**config.mk**
```make
export PLATFORM = sky130hd
export DESIGN_NAME = pgx_top
export DESIGN_NICKNAME = d
export VERILOG_FILES = /design/src/rtl/pgx_pkg.sv /design/src/rtl/pgx_ctrl.sv /design/src/rtl/pgx_dpath.sv /design/src/rtl/pgx_top.sv
export SDC_FILE = /design/constraint.sdc
export NUM_CORES = 1
export LEC_CHECK = 0
export BUFFER_PORTS_ARGS = -buffer_cell sky130_fd_sc_hd__buf_4
export CORE_MARGIN = 1.5
export CORE_UTILIZATION = 25
export CTS_BUF_LIST = sky130_fd_sc_hd__clkbuf_16
export DETAILED_ROUTE_END_ITERATION = 7
export GPL_TIMING_DRIVEN = 0
export PLACE_DENSITY_LB_ADDON = 0.08
export SLEW_MARGIN = 30
export SYNTH_ARGS = -nofsm -noshare
export SYNTH_HDL_FRONTEND = slang
export SYNTH_HIERARCHICAL = 1
export SYNTH_SLANG_ARGS = --single-unit
```
**constraint.sdc**
```tcl
create_clock -name clk -period 3.6 [get_ports clk]
set_input_delay 0.36 -clock clk [delete_from_list [all_inputs] [get_ports clk]]
set_output_delay 0.36 -clock clk [all_outputs]
set_load 0.03 [all_outputs]
```
**src/rtl/pgx_pkg.sv**
```systemverilog
package pgx_pkg;

  typedef enum logic [1:0] {
    FLT_NONE  = 2'd0,
    FLT_RANGE = 2'd1,
    FLT_PROT  = 2'd2,
    FLT_RSVD  = 2'd3
  } fault_e;

  typedef enum logic [1:0] {
    ACC_RW   = 2'd0,
    ACC_RO   = 2'd1,
    ACC_XO   = 2'd2,
    ACC_RSVD = 2'd3
  } acc_e;

  // control -> datapath strobes
  typedef struct packed {
    logic accept;      // request taken this cycle
    logic rangeFault;  // page beyond table, with accept
    logic capture;     // entry returned this cycle
  } strobe_t;

  // kind: 00 read, 01 write, 10 fetch, 11 treated as write
  function automatic fault_e judgeAccess(logic [1:0] acc, logic [1:0] kind);
    fault_e res;
    case (acc)
      ACC_RW:  res = FLT_NONE;
      ACC_RO:  res = kind[0] ? FLT_PROT : FLT_NONE;
      ACC_XO:  res = (kind == 2'b10) ? FLT_NONE : FLT_PROT;
      default: res = FLT_RSVD;
    endcase
    return res;
  endfunction

endpackage

```
**src/rtl/pgx_ctrl.sv**
```systemverilog
module pgx_ctrl
  import pgx_pkg::*;
(
  input  logic    clk,
  input  logic    rstN,
  input  logic    reqValid,
  input  logic    inRange,
  input  logic    memReqReady,
  input  logic    memRspValid,
  input  logic    rspReady,
  output logic    reqReady,
  output logic    memReqValid,
  output logic    rspValid,
  output strobe_t stb
);

  typedef enum logic [1:0] {ST_IDLE, ST_MREQ, ST_MWAIT, ST_RESP} state_e;

  state_e state, stateNext;

  always_ff @(posedge clk) begin
    if (!rstN) state <= ST_IDLE;
    else       state <= stateNext;
  end

  always_comb begin
    stateNext   = state;
    stb         = '0;
    reqReady    = 1'b0;
    memReqValid = 1'b0;
    rspValid    = 1'b0;
    case (state)
      ST_IDLE: begin
        reqReady = 1'b1;
        if (reqValid) begin
          stb.accept = 1'b1;
          if (inRange) begin
            stateNext = ST_MREQ;
          end else begin
            stb.rangeFault = 1'b1;
            stateNext      = ST_RESP;
          end
        end
      end
      ST_MREQ: begin
        memReqValid = 1'b1;
        if (memReqReady) stateNext = ST_MWAIT;
      end
      ST_MWAIT: begin
        if (memRspValid) begin
          stb.capture = 1'b1;
          stateNext   = ST_RESP;
        end
      end
      default: begin
        rspValid = 1'b1;
        if (rspReady) stateNext = ST_IDLE;
      end
    endcase
  end

endmodule

```
**src/rtl/pgx_dpath.sv**
```systemverilog
module pgx_dpath
  import pgx_pkg::*;
#(
  parameter int ADDR_W    = 32,
  parameter int OFF_W     = 12,
  parameter int PTE_SHIFT = 2,
  localparam int PAGE_W   = ADDR_W - OFF_W,
  localparam int LEN_W    = PAGE_W + 1
) (
  input  logic              clk,
  input  logic              rstN,
  input  logic              ctxLoad,
  input  logic [ADDR_W-1:0] ctxBase,
  input  logic [LEN_W-1:0]  ctxLen,
  input  logic [ADDR_W-1:0] reqAddr,
  input  logic [1:0]        reqKind,
  input  logic [ADDR_W-1:0] memRspData,
  input  strobe_t           stb,
  output logic              inRange,
  output logic [ADDR_W-1:0] memReqAddr,
  output logic [ADDR_W-1:0] rspPhysAddr,
  output logic [1:0]        rspFault
);

  logic [ADDR_W-1:0] baseQ;
  logic [LEN_W-1:0]  lenQ;
  logic [OFF_W-1:0]  offQ;
  logic [1:0]        kindQ;
  logic [PAGE_W-1:0] pageNum;
  logic [PAGE_W-1:0] frameNum;
  logic [1:0]        accBits;
  fault_e            entryFault;
  logic              unusedBits;

  assign pageNum    = reqAddr[ADDR_W-1:OFF_W];
  assign inRange    = {1'b0, pageNum} < lenQ;
  assign frameNum   = memRspData[ADDR_W-1:OFF_W];
  assign accBits    = memRspData[1:0];
  assign entryFault = judgeAccess(accBits, kindQ);
  assign unusedBits = ^memRspData[OFF_W-1:2];

  // context register
  always_ff @(posedge clk) begin
    if (!rstN) begin
      baseQ <= '0;
      lenQ  <= '0;
    end else if (ctxLoad) begin
      baseQ <= ctxBase;
      lenQ  <= ctxLen;
    end
  end

  // request capture and entry address
  always_ff @(posedge clk) begin
    if (!rstN) begin
      offQ       <= '0;
      kindQ      <= '0;
      memReqAddr <= '0;
    end else if (stb.accept) begin
      offQ       <= reqAddr[OFF_W-1:0];
      kindQ      <= reqKind;
      memReqAddr <= baseQ + (ADDR_W'(pageNum) << PTE_SHIFT);
    end
  end

  // result register
  always_ff @(posedge clk) begin
    if (!rstN) begin
      rspPhysAddr <= '0;
      rspFault    <= FLT_NONE;
    end else if (stb.accept && stb.rangeFault) begin
      rspPhysAddr <= '0;
      rspFault    <= FLT_RANGE;
    end else if (stb.capture) begin
      rspFault    <= entryFault;
      rspPhysAddr <= (entryFault == FLT_NONE) ? {frameNum, offQ} : '0;
    end
  end

endmodule

```
**src/rtl/pgx_top.sv**
```systemverilog
module pgx_top
  import pgx_pkg::*;
#(
  parameter int ADDR_W    = 32,
  parameter int OFF_W     = 12,
  parameter int PTE_SHIFT = 2,
  localparam int LEN_W    = ADDR_W - OFF_W + 1
) (
  input  logic              clk,
  input  logic              rstN,
  input  logic              ctxLoad,
  input  logic [ADDR_W-1:0] ctxBase,
  input  logic [LEN_W-1:0]  ctxLen,
  input  logic              reqValid,
  output logic              reqReady,
  input  logic [ADDR_W-1:0] reqAddr,
  input  logic [1:0]        reqKind,
  output logic              memReqValid,
  input  logic              memReqReady,
  output logic [ADDR_W-1:0] memReqAddr,
  input  logic              memRspValid,
  input  logic [ADDR_W-1:0] memRspData,
  output logic              rspValid,
  input  logic              rspReady,
  output logic [ADDR_W-1:0] rspPhysAddr,
  output logic [1:0]        rspFault
);

  strobe_t stb;
  logic    inRange;

  pgx_ctrl ctrl_i (
    .clk         (clk),
    .rstN        (rstN),
    .reqValid    (reqValid),
    .inRange     (inRange),
    .memReqReady (memReqReady),
    .memRspValid (memRspValid),
    .rspReady    (rspReady),
    .reqReady    (reqReady),
    .memReqValid (memReqValid),
    .rspValid    (rspValid),
    .stb         (stb)
  );

  pgx_dpath #(
    .ADDR_W    (ADDR_W),
    .OFF_W     (OFF_W),
    .PTE_SHIFT (PTE_SHIFT)
  ) dpath_i (
    .clk         (clk),
    .rstN        (rstN),
    .ctxLoad     (ctxLoad),
    .ctxBase     (ctxBase),
    .ctxLen      (ctxLen),
    .reqAddr     (reqAddr),
    .reqKind     (reqKind),
    .memRspData  (memRspData),
    .stb         (stb),
    .inRange     (inRange),
    .memReqAddr  (memReqAddr),
    .rspPhysAddr (rspPhysAddr),
    .rspFault    (rspFault)
  );

endmodule

```
Yosys cells after proc, flatten, opt, wreduce, memory -nomap -nowiden:

Cells that the tools add are included.

* bits of input ports: 126
* output and inout bits: 69
* register bits after elaboration: 135
* logic and storage cells: 49

* eq/ne operators: 8
* bitwise logic cells: 1
* add/sub/neg operators: 1
* muxes and demuxes: 20
* magnitude comparators: 1
* reductions and logical operators: 9

Operators with widths (count)
* 32-bit by 22-bit adder with 32-bit output: 1
* 32-bit 2-to-1 mux: 1
* 20-bit by 21-bit less-than comparator with 1-bit output: 1
* 2-bit 2-to-1 mux: 9
* 2-bit case mux with 3 select lines: 2
* 1-bit 2-to-1 mux: 8
* 2-bit equality test, second input constant: 3
* 2-bit logical NOT: 3
* 2-bit inequality test, second input constant: 3
* 2-bit by 1-bit equality test with 1-bit output, second input constant: 2
* 4-bit AND reduction: 1
* 4-bit nonzero test: 1
* 3-bit OR reduction: 1
* 2-bit nonzero test: 1
* 2-bit OR reduction: 1
* 1-bit logical AND: 1
* 1-bit NOT: 1

Logic depth before layout (Yosys ltp):

* word-level depth: 6
* mapped depth: 14
* depth with buffers taken out: 13

Cells and area by module:

The synthesis kept the hierarchy.

By module, submodules not included
* pgx_dpath: cells each 721, seq. area each 2662.6 µm², area each 6620.1 µm², instances 1
* pgx_ctrl: cells each 25, seq. area each 40.0 µm², area each 216.5 µm², instances 1

Worst setup path before layout:

Ideal clock, no wire load.

* kind: input port to flip-flop
* start: input reqAddr[13]
* end: register dpath_i.rspPhysAddr[10]
* stages on the path: 12
* setup slack: 1229 ps
* arrival: 2243 ps
* data required time: 3472 ps
* library setup time: 128 ps
* buffers on the path: 1
* cells stage by stage: ha_1 -> a21oi_1 -> nor2b_1 -> o21ai_0 -> a2111oi_0 -> a2111oi_0 -> o32a_1 -> nor2b_1 -> nand2_1 -> nand2_1 -> clkbuf_1 -> nor2_1

RTL lines
* start: declaration: line pgx_top.sv:16 `input logic [ADDR_W-1:0] reqAddr,`
* end signal: assignment: line pgx_dpath.sv:76 `rspPhysAddr <= (entryFault == FLT_NONE) ? {frameNum, offQ} : '0;`
* end: declaration: line pgx_dpath.sv:21 `output logic [ADDR_W-1:0] rspPhysAddr,`

==> results.ini <==
[min_path]
hold_end = dpath_i/rspPhysAddr[12]
timing.hold.worst_path_depth = 3
worstHoldStart = memRspData[12]
hp-class = in2reg

[setup_path]
startpoint_type = flip-flop
worst_setup_path_end_kind = flip-flop
worstPathCellList = inv_1, ha_1, a21oi_1, nor2b_1, o21ai_0, a2111oi_1, a2111oi_0, o32a_1, nor2b_1, nand2_1, nand2_1, clkbuf_1, nor2_1
number_of_cells_on_the_critical_path = 13
crit_type = reg2reg
crit_arrival_ns = 3.66
critical_path.reg2reg.endpoint = dpath_i/rspPhysAddr[10]
critical-path-slowest-cell = a2111oi_1
critical_path.max_stage_delay_ns = 0.60
timing.rr.start = dpath_i/lenQ[1]
ff2ff_setup_slack_ns = 0.23
crit_path_max_fanout = 10
cp_data_required_time_ns = 3.89
timing.critical_path.buf_inv = 2
worst_path_dominant_cell_family = compound AO/OA/AOI/OAI gates
worstRegToRegCells = 13

[cts]
cts_htree_levels = 4
cts.sink_count = 135
cts_max_path_buffers = 2
clock-root-buffer = clkbuf_16
cts_hold_fix_bufs = 0
clkSlewWorstSetupHoldPaths_ns = 0.07
clock_insertion_delay_worst_skew_ns = 0.43
clock_tree_from_tritoncts = yes
cts-buffers-inserted = 17
setup_fix_bufs_post_cts = 0

[synthesis]
mappedNetlistArea_um2 = 6840
synth-edff-count = 0
synth_flop_cell = dfxtp_1
ys_ff_latch = 135
seq_total_area_yosys_pct = 39.5
synthArstFlopShare_pct = 0
synth.top_cells.by_area = dfxtp_1 40%, mux2i_1 12%, nor2b_1 11%
number_of_distinct_library_cell_variants_in_the_gate_level_netlist_after_synthesis = 52
post_synth_inst_count = 746
synth_top_cell_by_area = dfxtp_1
synth_fp_nets = 917
yosys_warnings = 6
synth.top_cell.area_share_pct = 39.5
syn_area_per_cell_um2 = 9.16

[drt]
totalWireLength_um = 21700
detail-route-antenna-nets = 0
number_of_detailed_route_iterations_in_the_first_pass = 5
post-route-drc-count = 0
vias = 5729
viasPerCell = 4.40
routed_wire_length_per_instance_um = 16.7
detail_route.iter0.violations = 268

[placement]
cell_count_after_placement = 1270
dp_worst_setup_slack_ns = -0.0980
gp_routability_congestion = 0.835
dpl.hpwl_um = 16600
io_buffers = 183

[flow_run]
max_cap_viol_count = 0

[power_and_ir_drop]
power.share.sequential_pct = 35.1
fraction_of_power_spent_switching_nets_pct = 34.3
cellPowerDensity_nw_per_um2 = 543
worst_ir_drop_vdd_uv = 215
internal_power_w = 0.00329
cellLeakagePower_nw = 4.05
pwr-share-clk_pct = 36.8
pwr-share-comb_pct = 28.1
total_switching_power_w = 0.00172

[timing]
setup_tns_ns = 0
final-max-slew-violation-count = 0
fin_worst_hold_slack_ns = 0.151
clock.fmax_mhz = 297
hold_violations = 0
timing.final.crit_share_pct = 93.7
worstMarginPinSlew_ns = 0.916
fin_skew_ns = 0.0141
finalCriticalPeriod_ns = 3.37
slew_headroom_pct = 38.9
fin_ws_ns = 0.228
unrepaired_setup_endpoints_after_global_routing = no
report.final.setup_viol = 0

[global_route]
grt_pass1_vias = 5814
grt_start_max_net_pins = 17
grt_overflow = 0
grt_pass1_wl_um = 33800
antenna_violations_before_repair = 0
grt_usage_pct = 15.7

[final_layout]
post_route_cells_drive_above_1_share_pct = 23.2
antenna_cells = 0
final_nets = 1119
layout.cells.non_filler = 1302
mostFrequentLayoutCell = buf_4
synthToLayoutAreaGrowth_pct = 35.2
layout.cells.most_common_list = 183 x buf_4, 135 x dfxtp_1, 121 x nor2b_1

[floorplan]
full_die_area_um2 = 28300
initial_utilization_pct = 25.4
core_um2 = 26900
placementRows = 60
pin_count = 195
die_y_um = 168
dieWidth_um = 168

[status]
run_status = complete, no violations

## power by group through the flow
stage / logic (W) / clock network (W) / registers, W
2_1_floorplan: 0.000749 / 0 / 0.00194
3_3_place_gp: 0.00142 / 0 / 0.00180
3_5_place_dp: 0.00143 / 0 / 0.00179
4_1_cts: 0.00143 / 0.00191 / 0.00176
5_1_grt: 0.00155 / 0.00197 / 0.00178
6_report: 0.00141 / 0.00185 / 0.00176
## layout make-up
class,count,area [um2]
Inverter,27,101
Clock inverter,15,179
Clock buffer,17,425
Fill cell,2853,17600
Tap cell,341,427
Buffer,33,126
Timing Repair Buffer,183,1370
Multi-Input combinational cell,551,3910
Sequential cell,135,2700
## worst max path at each step
stage / startpoint / end / slack [ns]
after floorplan: reqAddr[13] / dpath_i/rspPhysAddr[10] / 1.23
after global placement: reqAddr[13] / dpath_i/rspPhysAddr[7] / -0.11
after detailed placement: reqAddr[13] / dpath_i/rspPhysAddr[6] / -0.1
after CTS: dpath_i/lenQ[1] / dpath_i/rspPhysAddr[10] / 0.01
after global routing: dpath_i/lenQ[1] / dpath_i/rspPhysAddr[5] / 0.006
final: dpath_i/lenQ[1] / dpath_i/rspPhysAddr[10] / 0.23
## stage by stage
stage	total power [W]	util, %	cell area, um2
detailed placement	0.00322	32.1	8640
global route	0.00531	34.4	9240
CTS	0.00510	34.4	9240
finish	0.00502	34.4	9240
global placement	0.00322	32.1	8640
floorplan	0.00269	-	6840
## registers in the layout, summed over array words and instances, names as in the netlist
name / cells
dpath_i/lenQ: 21
ctrl_i/state: 2
dpath_i/baseQ: 32
dpath_i/offQ: 12
dpath_i/rspFault: 2
dpath_i/memReqAddr: 32
dpath_i/kindQ: 2
dpath_i/rspPhysAddr: 32
## cells by family after synthesis
kind of cell | Yosys count | synth area share [%]
buffers and inverters | 60 | 3.31
adders and majority gates | 45 | 8.35
muxes | 81 | 11.9
AOI/OAI and AO/OA | 147 | 13.4
xor gates and xnor gates | 22 | 2.82
and+or+nand+nor | 256 | 20.7
DFF | 135 | 39.5
## worst register-to-register path: cells and delay by family, from the launching register on
| kind | cells | cell delay (ns) |
|---|---|---|
| AO/OA/AOI/OAI | 5 | 1.43 |
| adder cells (fa/ha/maj) | 1 | 0.26 |
| buffers and inverters | 2 | 0.49 |
| flip-flops | 1 | 0.34 |
| AND/OR/NAND/NOR | 5 | 0.72 |
## metal layers
metal	GRT usage, %	vias to the layer above	wire, um
met5	0	-	0
met4	4.08	0	175
met3	5.01	10	1360
met2	24.8	124	9790
met1	20.7	2607	10400
li1	-	2988	-
## repair_timing
| item | 4_1_cts | 5_1_grt |
|---|---|---|
| endpoints found under the hold margin | 0 | 0 |
| endpoints found under the setup margin | 0 | 30 |
| gates resized for setup | 0 | 1 |
## synthesized netlist by cell type, types with 11 or more instances
| master | n |
|---|---|
| dfxtp_1 | 135 |
| nor2b_1 | 121 |
| mux2i_1 | 81 |
| a21oi_1 | 63 |
| nor2_1 | 52 |
| ha_1 | 44 |
| nand2_1 | 29 |
| inv_1 | 27 |
| clkbuf_1 | 21 |
| o21ai_0 | 21 |
| xnor2_1 | 16 |
| a21o_1 | 12 |
| buf_1 | 11 |
Note: power is estimated with default switching activity, not from simulation.
